**src/rtl/cfu_pkg.sv**
```systemverilog
package cfu_pkg;
  localparam int FLAG_W = 4;
  localparam int CC_W   = 4;

  // Positions in the status register; neighbours decode these.
  localparam int FZ = 0;
  localparam int FN = 1;
  localparam int FV = 2;
  localparam int FC = 3;

  typedef logic [FLAG_W-1:0] flags_t;
  typedef logic [CC_W-1:0]   cc_t;

  // Base predicate groups selected by code bits [2:1] when bit 3 is set.
  typedef enum logic [1:0] {
    GRP_UNS_LS = 2'd0,
    GRP_SGN_LT = 2'd1,
    GRP_SGN_LE = 2'd2,
    GRP_NEVER  = 2'd3
  } cmp_grp_e;
endpackage

```
**src/rtl/cfu_cond_eval.sv**
```systemverilog
module cfu_cond_eval
  import cfu_pkg::*;
#(
  parameter int FW = FLAG_W,
  parameter int CW = CC_W
) (
  input  logic [FW-1:0] flags,
  input  logic [CW-1:0] code,
  output logic          pass
);
  localparam int SEL_W = CW - 2;

  logic z, n, v, c;
  logic sgn_mismatch;
  logic single_flag;
  logic compound;
  logic base;
  logic [SEL_W-1:0] sel;

  assign z = flags[FZ];
  assign n = flags[FN];
  assign v = flags[FV];
  assign c = flags[FC];
  assign sgn_mismatch = n ^ v;
  assign sel = code[CW-2:1];

  // Low half: pairs walk C, V, N, Z as the selector rises.
  always_comb begin
    unique case (sel)
      2'd0:    single_flag = c;
      2'd1:    single_flag = v;
      2'd2:    single_flag = n;
      default: single_flag = z;
    endcase
  end

  // High half: comparison predicates in their "true when bit0 set" sense.
  always_comb begin
    unique case (cmp_grp_e'(sel))
      GRP_UNS_LS: compound = c | z;
      GRP_SGN_LT: compound = sgn_mismatch;
      GRP_SGN_LE: compound = z | sgn_mismatch;
      default:    compound = 1'b0;
    endcase
  end

  assign base = code[CW-1] ? compound : single_flag;
  assign pass = code[0] ? base : ~base;
endmodule

```
**src/rtl/cfu_flag_merge.sv**
```systemverilog
module cfu_flag_merge
  import cfu_pkg::*;
#(
  parameter int FW = FLAG_W
) (
  input  logic [FW-1:0] cur,
  input  logic [FW-1:0] fresh,
  input  logic [FW-1:0] mask,
  output logic [FW-1:0] merged
);
  for (genvar i = 0; i < FW; i++) begin : g_bit
    assign merged[i] = mask[i] ? fresh[i] : cur[i];
  end
endmodule

```
**src/rtl/cfu_flag_reg.sv**
```systemverilog
module cfu_flag_reg
  import cfu_pkg::*;
#(
  parameter int FW = FLAG_W
) (
  input  logic          clk,
  input  logic          rst,
  input  logic          load,
  input  logic [FW-1:0] d,
  output logic [FW-1:0] q
);
  always_ff @(posedge clk) begin
    if (rst)       q <= '0;
    else if (load) q <= d;
  end
endmodule

```
**src/rtl/cond_flag_unit.sv**
```systemverilog
module cond_flag_unit
  import cfu_pkg::*;
#(
  parameter int FW = FLAG_W,
  parameter int CW = CC_W
) (
  input  logic          clk,
  input  logic          rst,
  input  logic          upd_en,
  input  logic [CW-1:0] cond_code,
  input  logic [FW-1:0] flag_mask,
  input  logic [FW-1:0] alu_flags,
  output logic          store_ok,
  output logic [FW-1:0] flags_q
);
  logic [FW-1:0] flags_nxt;

  // Decision uses the registered (pre-update) flags.
  cfu_cond_eval #(.FW(FW), .CW(CW)) u_eval (
    .flags (flags_q),
    .code  (cond_code),
    .pass  (store_ok)
  );

  cfu_flag_merge #(.FW(FW)) u_merge (
    .cur    (flags_q),
    .fresh  (alu_flags),
    .mask   (flag_mask),
    .merged (flags_nxt)
  );

  cfu_flag_reg #(.FW(FW)) u_reg (
    .clk  (clk),
    .rst  (rst),
    .load (upd_en),
    .d    (flags_nxt),
    .q    (flags_q)
  );
endmodule

```
**config.mk**
```make
export PLATFORM = sky130hd
export DESIGN_NAME = cond_flag_unit
export DESIGN_NICKNAME = d
export VERILOG_FILES = /design/src/rtl/cfu_pkg.sv /design/src/rtl/cfu_cond_eval.sv /design/src/rtl/cfu_flag_merge.sv /design/src/rtl/cfu_flag_reg.sv /design/src/rtl/cond_flag_unit.sv
export SDC_FILE = /design/constraint.sdc
export NUM_CORES = 1
export LEC_CHECK = 0
export BUFFER_PORTS_ARGS = -buffer_cell sky130_fd_sc_hd__buf_2
export CAP_MARGIN = 20
export CELL_PAD_IN_SITES_DETAIL_PLACEMENT = 0
export CELL_PAD_IN_SITES_GLOBAL_PLACEMENT = 2
export CORE_MARGIN = 3
export CORE_UTILIZATION = 17
export DETAILED_ROUTE_END_ITERATION = 8
export MAX_ROUTING_LAYER = met4
export PLACE_DENSITY = 0.74
export SETUP_SLACK_MARGIN = 0.4
export SLEW_MARGIN = 10
export SYNTH_ARGS = -nofsm -noshare
export SYNTH_HDL_FRONTEND = slang
export SYNTH_SLANG_ARGS = --single-unit
```
**constraint.sdc**
```tcl
create_clock -name clk -period 2.3 [get_ports clk]
set_input_delay 0.115 -clock clk [delete_from_list [all_inputs] [get_ports clk]]
set_output_delay 0.115 -clock clk [all_outputs]
set_load 0.03 [all_outputs]
```
==> results of run 1 <==
==> cell type report <==
type,instances,area (µm²)
fillers,133,845
clock buffers,3,22.5
well taps,14,17.5
multi-input cells,27,156
flip-flops and latches,4,80.1
repair buffers,19,95.1
==> through the flow <==
stage / hold WS [ps] / power, µW
after floorplan: 184 / 106
after global placement: 338 / 129
after detailed placement: 329 / 128
after CTS: 77.9 / 219
after global routing: 88.8 / 223
final: 85.2 / 214
==> cell usage in the layout (no fill, tap or decap), drive strengths merged <==
cell type / netlist / routed
clkbuf: 1 / 3
o21bai: 1 / 1
a2111oi: 1 / 1
dfxtp: 4 / 4
nand2: 9 / 9
a21oi: 4 / 4
buf: 0 / 19
xnor2: 1 / 1
a311oi: 1 / 1
nand3: 4 / 4
nor2b: 2 / 2
xor2: 2 / 2
nor3b: 1 / 1
mux2: 1 / 1
==> worst max-delay path: stages, from the launching register on <==
cell       delay (ps)
dfxtp_1           320
nor2b_1           130
a2111oi_0         390
a311oi_1          100
xnor2_1           140
buf_2             210
==> per-layer routing <==
layer | global-route usage (%) | vias up | routed length (µm)
li1 | - | 154 | -
met1 | 9.98 | 123 | 316
met2 | 9.30 | 18 | 270
met3 | 2.90 | 2 | 86
met4 | 7.23 | 0 | 6
met5 | - | - | 0
==> worst max-delay path by stage <==
stage	slack, ps	startpoint	cells past startpoint	endpoint
after floorplan	660	u_reg.q[3]$_SDFFE_PP0P_	4	store_ok
after detailed placement	890	u_reg.q[3]$_SDFFE_PP0P_	5	store_ok
after global placement	900	u_reg.q[3]$_SDFFE_PP0P_	5	store_ok
after CTS	620	u_reg.q[3]$_SDFFE_PP0P_	5	store_ok
after global routing	590	u_reg.q[3]$_SDFFE_PP0P_	5	store_ok
final	660	u_reg.q[3]$_SDFFE_PP0P_	5	store_ok
==> power by group through the flow <==
stage / clock network, µW / logic, µW / registers (µW)
2_1_floorplan: 0 / 22.5 / 83.0
3_3_place_gp: 0 / 51.5 / 77.3
3_5_place_dp: 0 / 51.0 / 77.4
4_1_cts: 91.1 / 51.2 / 76.3
5_1_grt: 90.4 / 56.2 / 76.8
6_report: 87.3 / 51.0 / 76.1
==> cell families after synthesis <==
kind of cell	Yosys count
and+or+nand+nor	16
muxes	1
DFF	4
AOI/OAI and AO/OA	7
xor gates and xnor gates	3
buffers and inverters	1
==> out/qor.yml, run 1 <==
critical_path:
  r2r_cells: 2
  rr_endpoint: "u_reg.q[1]$_SDFFE_PP0P_"
  rr_startpoint: "u_reg.q[1]$_SDFFE_PP0P_"
  endpoint_kind: "output port"
  path_max_fanout: 4
  crit_type: "register to output port"
  cp-start-kind: "register"
  reg2reg_setup_slack_ps: 1650
  cp.arrival_ps: 1520
  critPathRequiredTime_ps: 2180
sta:
  fin_crit_ps: 1640
  fmax_mhz: 610
  tightest_slew_ps: 411
  finalSetupViolations: 0
  setup_tns_ps: 0
  relSlewSlack_pct: 71.9
  finalCritPeriodShare_pct: 71.3
  fin_ws_ps: 660
  rsz0062_at_grt: "false"
  hold_viol_final: 0
  skew_ps: 0
  slew_violations: 0
logic_synthesis:
  syn_avg_cell_area_um2: 7.51
  synth_top_family_by_area: "simple AND/OR/NAND/NOR gates"
  yosysTopAreaCell: "dfxtp_1"
  synth.area.top_cells: "dfxtp_1 (33%), nand2_1 (14%), a21oi_1 (8.3%)"
  synthAdderAreaFrac_pct: 0
  synthCells: 32
  yosysUniqueCellTypes: 13
  postSynth.asyncResetShare_pct: 0
  yosys.area_share.simple_pct: 30.7
  ys.warnings.count: 0
  synth-seq-area-share_pct: 33.3
  synth_mux_area_share_pct: 4.69
  synth_top_area_share_pct: 33.3
  synthFlopType: "dfxtp_1"
  synth_edf_count: 0
  post-synth-top-count-cell: "nand2_1"
  synth_area_um2: 240
  ys_ff_latch: 4
  synth_nets: 47
  synth_compound_area_share_pct: 18.8
  synth-xor-area-share_pct: 10.9
  netlist_top_cells_count: "nand2_1 (9), a21oi_1 (4), dfxtp_1 (4), nand3_1 (4)"
final_layout:
  top_regs: "u_reg.q (4)"
  nets: 70
  fin_area_um2: 372
  top_register: "u_reg.q"
  finish.utilization_pct: 30.6
  layout-drive-gt1-share_pct: 41.5
  diodes: 0
  syn_to_final_growth_pct: 54.7
  largest_reg_flops: 4
  layout.cells.non_filler: 67
global_routing:
  antenna_found_initial: 0
  grt_usage_pct: 7.92
  grt_max_degree: 9
  grt-ovfl-total: 0
  grt_pass1_vias: 276
  grt_pass1_wl_um: 1060
die:
  core_um2: 1220
  die-area_um2: 1900
  die_h_um: 43.6
  fp.dieW_um: 43.6
  io_pins: 20
  initial_core_util_pct: 19.8
  rows: 12
pwr:
  p_clk_share_pct: 40.7
  p_per_area_nw_per_um2: 577
  p_seq_share_pct: 35.5
  combPwrFrac_pct: 23.8
  switchingPower_uw: 61.1
  switching_share_pct: 28.5
  p_int_uw: 153
  leakage_uw: 0.000183
  vdd_drop_max_mv: 0.137
cts:
  clkLatencyLatePin_ps: 230
  cts_max_level: 1
  holdBufCountCts: 0
  cts-root-buf: "clkbuf_4"
  tritoncts: "yes"
  clkSinkCount: 4
  path_clk_slew_ps: 40
  cts-buffers-inserted: 3
  cts_setup_buffers: 0
  clock_path_buffers: 2
  cts-resized-gates: 0
route:
  drtPass1Iterations: 4
  avgViaCountPerCell: 4.43
  drt_iter0_drc: 6
  drt-total-wl_um: 680
  ant_nets: 0
  wl_per_cell_um: 10.1
  vias: 297
  remaining_drc_errors: 0
outcome:
  status: "finished clean"
placed_design:
  dp_hpwl_um: 546
  placed_cell_area_um2: 349
  dp.cells: 64
  portBuffers: 19
  post-place-ws_ps: 891
  gp_congestion: 0.815
hold_path:
  hold_path_class: "input port to register"
  min_path_cells: 2
  hold_end: "u_reg.q[0]$_SDFFE_PP0P_"
  min_from: "rst"
run:
  drv_cap: 0
Note: power is estimated with default switching activity, not from simulation.
==> run 2: changes to the inputs <==
--- a/config.mk
+++ b/config.mk
@@ -10,10 +10,10 @@
 export CELL_PAD_IN_SITES_DETAIL_PLACEMENT = 0
 export CELL_PAD_IN_SITES_GLOBAL_PLACEMENT = 2
 export CORE_MARGIN = 3
-export CORE_UTILIZATION = 17
+export CORE_UTILIZATION = 16
 export DETAILED_ROUTE_END_ITERATION = 8
 export MAX_ROUTING_LAYER = met4
-export PLACE_DENSITY = 0.74
+export PLACE_DENSITY = 0.7
 export SETUP_SLACK_MARGIN = 0.4
 export SLEW_MARGIN = 10
 export SYNTH_ARGS = -nofsm -noshare
==> constraint.sdc (replaced) <==
create_clock -name clk -period 1.55 [get_ports clk]
set_input_delay 0.0775 -clock clk [delete_from_list [all_inputs] [get_ports clk]]
set_output_delay 0.0775 -clock clk [all_outputs]
set_load 0.03 [all_outputs]
==> out/qor.yml, run 2 (same netlist as run 1, synthesis figures left out) <==
die:
  fp.dieW_um: 44.8  # was 43.6 µm
  initial_core_util_pct: 17.8  # was 19.8%
  io_pins: 20  # unchanged
  rows: 13  # was 12
  core_um2: 1350  # was 1220 µm²
  die_h_um: 44.8  # was 43.6 µm
  die-area_um2: 2000  # was 1900 µm²
sta:
  rsz0062_at_grt: "true"  # was false
  fin_crit_ps: 1460
  relSlewSlack_pct: 80.1  # was 71.9%
  setup_tns_ps: 0  # unchanged
  hold_viol_final: 0  # unchanged
  finalSetupViolations: 0  # unchanged
  tightest_slew_ps: 298  # was 411 ps
  skew_ps: 0  # unchanged
  fmax_mhz: 685
  slew_violations: 0  # unchanged
  finalCritPeriodShare_pct: 94.2
route:
  remaining_drc_errors: 0  # unchanged
  wl_met2_um: 326  # was 270 µm
  drt_iter0_drc: 1  # was 6
  drtPass1Iterations: 3  # was 4
  ant_nets: 0  # unchanged
  wl_per_cell_um: 10.0  # was 10.1 µm
  wl_met1_um: 282  # was 316 µm
  wl_met3_um: 101  # was 86 µm
  vias: 325  # was 297
  avgViaCountPerCell: 4.58  # was 4.43
  top_layer: "met3"  # was met4
  drt-total-wl_um: 710  # was 680 µm
critical_path:
  crit_cells: 5  # unchanged
  reg2reg_setup_slack_ps: 870  # was 1650 ps
  slowest_stage: "dfxtp_4"  # was a2111oi_0
  endpoint_kind: "output port"  # unchanged
  cp-startpoint: "u_reg.q[1]$_SDFFE_PP0P_"  # was u_reg.q[3]$_SDFFE_PP0P_
  r2r_cells: 3  # was 2
  crit_type: "register to output port"  # unchanged
  crit_buf_inv: 1  # unchanged
  crit_chain: "mux2_4, nor3b_2, a311oi_2, xnor2_2, buf_6"  # was nor2b_1, a2111oi_0, a311oi_1, xnor2_1, buf_2
  path_max_fanout: 3  # was 4
  critPathRequiredTime_ps: 1470  # was 2180 ps
  max_stage_delay_ps: 340  # was 390 ps
  rr_endpoint: "u_reg.q[1]$_SDFFE_PP0P_"  # unchanged
  cp.arrival_ps: 1380  # was 1520 ps
  crit_path_end: "store_ok"  # unchanged
  cp-start-kind: "register"  # unchanged
  cp_top_family: "flip-flops"  # was compound AO/OA/AOI/OAI gates
  rr_startpoint: "u_reg.q[1]$_SDFFE_PP0P_"  # unchanged
global_routing:
  grt_pass1_wl_um: 1210  # was 1060 µm
  antenna_found_initial: 0  # unchanged
  grt_usage_pct: 8.72  # was 7.92%
  grt_pass1_vias: 293  # was 276
  grt_max_degree: 9  # unchanged
  grt-ovfl-total: 0  # unchanged
final_layout:
  diodes: 0  # unchanged
  nets: 72  # was 70
  layout-drive-gt1-share_pct: 60.7  # was 41.5%
  fin_area_um2: 442  # was 372 µm²
  top_register: "u_reg.q"  # unchanged
  largest_reg_flops: 4  # unchanged
  syn_to_final_growth_pct: 83.9  # was 54.7%
  mostFrequentLayoutCells: "buf_2 (18), nand2_1 (9), nand3_1 (4), a21oi_1 (4)"  # was buf_2 (19), nand2_1 (9), nand3_1 (4), a21oi_1 (4), dfxtp_1 (4)
  layout_commonest_cell: "buf_2"  # unchanged
  top_regs: "u_reg.q (4)"  # unchanged
cts:
  path_clk_slew_ps: 40  # about the same
  holdBufCountCts: 0  # unchanged
  cts-buffers-inserted: 3  # unchanged
  clkLatencyLatePin_ps: 240  # was 230 ps
  clock_path_buffers: 2  # unchanged
  cts_max_level: 1  # unchanged
  clkSinkCount: 4  # unchanged
  cts-root-buf: "clkbuf_4"  # unchanged
  tritoncts: "yes"  # unchanged
placed_design:
  gp_congestion: 0.674  # was 0.815
  portBuffers: 19  # unchanged
  placed_cell_area_um2: 389  # was 349 µm²
  dp_hpwl_um: 583  # was 546 µm
pwr:
  leakage_uw: 0.000212  # was 0.000183 µW
  p_per_area_nw_per_um2: 797  # was 577 nW/µm²
  vdd_drop_max_mv: 0.382  # was 0.137 mV
run:
  drv_cap: 0  # unchanged
outcome:
  status: "finished clean"  # unchanged
hold_path:
  hold_path_class: "input port to register"  # unchanged
-- run 2: cell count changes in the layout (fill, tap and decap cells not counted), sizes merged --
| cell | change |
|---|---|
| buf | +2 |
| clkbuf | +1 |
-- run 2: layer usage --
metal | vias to the layer above | track usage, %
li1 | 163 | -
met1 | 144 | 8.67
met2 | 18 | 13.2
met4 | 0 | 1.81
met5 | - | -
met3 | 0 | 7.17
-- run 2: worst min-delay path by stage --
stage                     from                      end  slack [ps]  depth (start not counted)
after floorplan            rst  u_reg.q[0]$_SDFFE_PP0P_         140                          1
after global placement     rst  u_reg.q[1]$_SDFFE_PP0P_         290                          2
after detailed placement   rst  u_reg.q[1]$_SDFFE_PP0P_         290                          2
after CTS                  rst  u_reg.q[1]$_SDFFE_PP0P_          30                          2
after global routing       rst  u_reg.q[0]$_SDFFE_PP0P_          50                          2
final                      rst  u_reg.q[1]$_SDFFE_PP0P_          40                          2
-- run 2: power by group --
part           total (µW)  switching (µW)  leakage [µW]  internal (µW)
Sequential            110            4.61     0.0000353            106
Clock                 145            48.3     0.0000150           97.0
Combinational        96.5            49.6      0.000161           46.9
Total                 352             103      0.000212            250
-- run 2: area by class of cell --
cell class / instances / area [µm²]
clock buffers: 4 / 26.3
fillers: 148 / 908
multi-input cells: 27 / 188
flip-flops and latches: 4 / 92.6
well taps: 15 / 18.8
repair buffers: 21 / 116
-- run 2: metrics by stage --
| stage | power [µW] | std cells | setup WS [ps] | hold slack, ps | util [%] |
|---|---|---|---|---|---|
| 2_1_floorplan | 165 | 32 | 197 | 137 | - |
| 3_3_place_gp | 202 | 65 | 210 | 292 | 28.8 |
| 3_5_place_dp | 201 | 65 | 211 | 290 | 28.8 |
| 4_1_cts | 358 | 71 | 73.6 | 34.5 | 32.7 |
| 5_1_grt | 379 | 71 | 8.35 | 51.6 | 32.7 |
| 6_report | 352 | 71 | 89.3 | 39.4 | 32.7 |
-- run 2: what timing repair did --
action	4_1_cts	5_1_grt
pin swaps	3	0
endpoints found under the hold margin	0	0
setup endpoints to repair	1	1
buffers inserted	2	0
resized for setup	4	0
==> run 3: changes to the inputs <==
--- a/config.mk
+++ b/config.mk
@@ -14,6 +14,7 @@
 export DETAILED_ROUTE_END_ITERATION = 8
 export MAX_ROUTING_LAYER = met4
 export PLACE_DENSITY = 0.7
+export RECOVER_POWER = 100
 export SETUP_SLACK_MARGIN = 0.4
 export SLEW_MARGIN = 10
 export SYNTH_ARGS = -nofsm -noshare
==> out/qor.yml, run 3 (same netlist as run 1, synthesis figures left out) <==
outcome:
  status: "finished clean"  # unchanged
sta:
  hold_viol_final: 0  # unchanged
  fmax_mhz: 683  # was 685 MHz
  fin_crit_ps: 1460  # about the same
  finalSetupViolations: 0  # unchanged
  finalCritPeriodShare_pct: 94.5  # was 94.2%
  setup_tns_ps: 0  # unchanged
  skew_ps: 0  # unchanged
  rsz0062_at_grt: "true"  # unchanged
  tightest_slew_ps: 383  # was 298 ps
  relSlewSlack_pct: 74.5  # was 80.1%
  slew_violations: 0  # unchanged
critical_path:
  crit_type: "register to output port"  # unchanged
  path_max_fanout: 3  # unchanged
  critPathRequiredTime_ps: 1470  # about the same
  max_stage_delay_ps: 360  # was 340 ps
  crit_chain: "xor2_1, nand2_1, a311oi_2, xnor2_2, buf_6"  # was mux2_4, nor3b_2, a311oi_2, xnor2_2, buf_6
  cp-start-kind: "register"  # unchanged
  endpoint_kind: "output port"  # unchanged
  slowest_stage: "dfxtp_1"  # was dfxtp_4
  cp.arrival_ps: 1390  # was 1380 ps
placed_design:
  gp_congestion: 0.674  # unchanged
  placed_cell_area_um2: 389  # unchanged
  portBuffers: 19  # unchanged
  dp_hpwl_um: 583  # unchanged
  dp.cells: 65  # unchanged
global_routing:
  use_met2_pct: 13.2  # unchanged
  grt_pass1_vias: 293  # unchanged
  grt-ovfl-total: 0  # unchanged
  top_usage_layer: "met2"  # unchanged
  antenna_found_initial: 0  # unchanged
  grt_util_met3_pct: 7.17  # unchanged
  grt_usage_pct: 8.72  # unchanged
  met1_usage_pct: 8.67  # unchanged
  grt_max_degree: 9  # unchanged
  grt_pass1_wl_um: 1210  # unchanged
hold_path:
  hold_path_class: "input port to register"  # unchanged
final_layout:
  fillCellCount: 151  # was 148
  nets: 72  # unchanged
  mostFrequentLayoutCells: "buf_2 (14), nand2_1 (9), clkbuf_1 (5)"  # was buf_2 (18), nand2_1 (9), nand3_1 (4), a21oi_1 (4)
  largest_reg_flops: 4  # unchanged
  layout-drive-gt1-share_pct: 50.0  # was 60.7%
  fin_area_um2: 429  # was 442 µm²
  diodes: 0  # unchanged
  layout.cells.non_filler: 71  # unchanged
  top_regs: "u_reg.q (4)"  # unchanged
  finish.utilization_pct: 31.8  # was 32.7%
  syn_to_final_growth_pct: 78.6  # was 83.9%
  top_register: "u_reg.q"  # unchanged
  layout_commonest_cell: "buf_2"  # unchanged
cts:
  clkLatencyLatePin_ps: 240  # about the same
  cts-buffers-inserted: 3  # unchanged
  tritoncts: "yes"  # unchanged
  cts-root-buf: "clkbuf_4"  # unchanged
  path_clk_slew_ps: 40  # about the same
  cts_max_level: 1  # unchanged
  clock_path_buffers: 2  # unchanged
  clkSinkCount: 4  # unchanged
die:
  die-area_um2: 2000  # unchanged
  initial_core_util_pct: 17.8  # unchanged
  io_pins: 20  # unchanged
  rows: 13  # unchanged
  fp.dieW_um: 44.8  # unchanged
  core_um2: 1350  # unchanged
  die_h_um: 44.8  # unchanged
pwr:
  vdd_drop_max_mv: 0.385  # was 0.382 mV
  leakage_uw: 0.000194  # was 0.000212 µW
  p_per_area_nw_per_um2: 824  # was 797 nW/µm²
route:
  vias: 324  # was 325
  drtPass1Iterations: 3  # unchanged
  ant_nets: 0  # unchanged
  drt_iter0_drc: 1  # unchanged
  wl_per_cell_um: 10.1  # was 10.0 µm
  drt-total-wl_um: 717  # was 710 µm
  avgViaCountPerCell: 4.56  # was 4.58
  remaining_drc_errors: 0  # unchanged
run:
  drv_cap: 0  # unchanged
[run 3: worst max-delay path, delay by kind of cell, from the launching register on]
family | cells | cell delay [ps]
buffers and inverters | 1 | 150
xor gates and xnor gates | 2 | 300
AOI/OAI and AO/OA | 1 | 260
and+or+nand+nor | 1 | 80
DFF | 1 | 360
[run 3: power breakdown]
part	switching, µW	internal [µW]	total (µW)
sequential	4.72	108	112
combinational	49.7	45.5	95.3
clock	48.9	97.0	146
[run 3: worst paths after layout]
check / start / endpoint / slack [ps] / cells after the start
setup / recovery: u_reg.q[1]$_SDFFE_PP0P_ / store_ok / 90 / 5
hold / removal: rst / u_reg.q[2]$_SDFFE_PP0P_ / 50 / 2
setup reg to reg: u_reg.q[1]$_SDFFE_PP0P_ / u_reg.q[1]$_SDFFE_PP0P_ / 830 / 3
hold reg to reg: u_reg.q[0]$_SDFFE_PP0P_ / u_reg.q[0]$_SDFFE_PP0P_ / 490 / 2
[run 3: cell type report]
cell class / instances / area (µm²) / share of cell area [%]
Tap cell: 15 / 18.8 / 4.37
Multi-Input combinational cell: 27 / 188 / 43.7
Sequential cell: 4 / 85.1 / 19.8
Timing Repair Buffer: 21 / 111 / 25.9
Clock buffer: 4 / 26.3 / 6.12
[run 3: what timing repair did]
item,in CTS,in global routing
setup endpoints to repair,1,1
hold buffers,0,0
pin swaps,3,0
gates resized for setup,4,0
cloned,0,0
setup buffers,2,0
[run 3: routing by layer]
| metal | vias up | wire (µm) |
|---|---|---|
| met2 | 18 | 325 |
| met4 | 0 | 0 |
| met5 | - | 0 |
| li1 | 162 | - |
| met1 | 144 | 289 |
| met3 | 0 | 102 |
[run 3: metrics by stage]
step | setup slack, ps | power (µW) | hold slack [ps]
finish | 85.1 | 353 | 45.4
global route | 6.76 | 379 | 54.0
CTS | 73.6 | 358 | 34.5
detailed placement | 211 | 201 | 290
global placement | 210 | 202 | 292
floorplan | 197 | 165 | 137
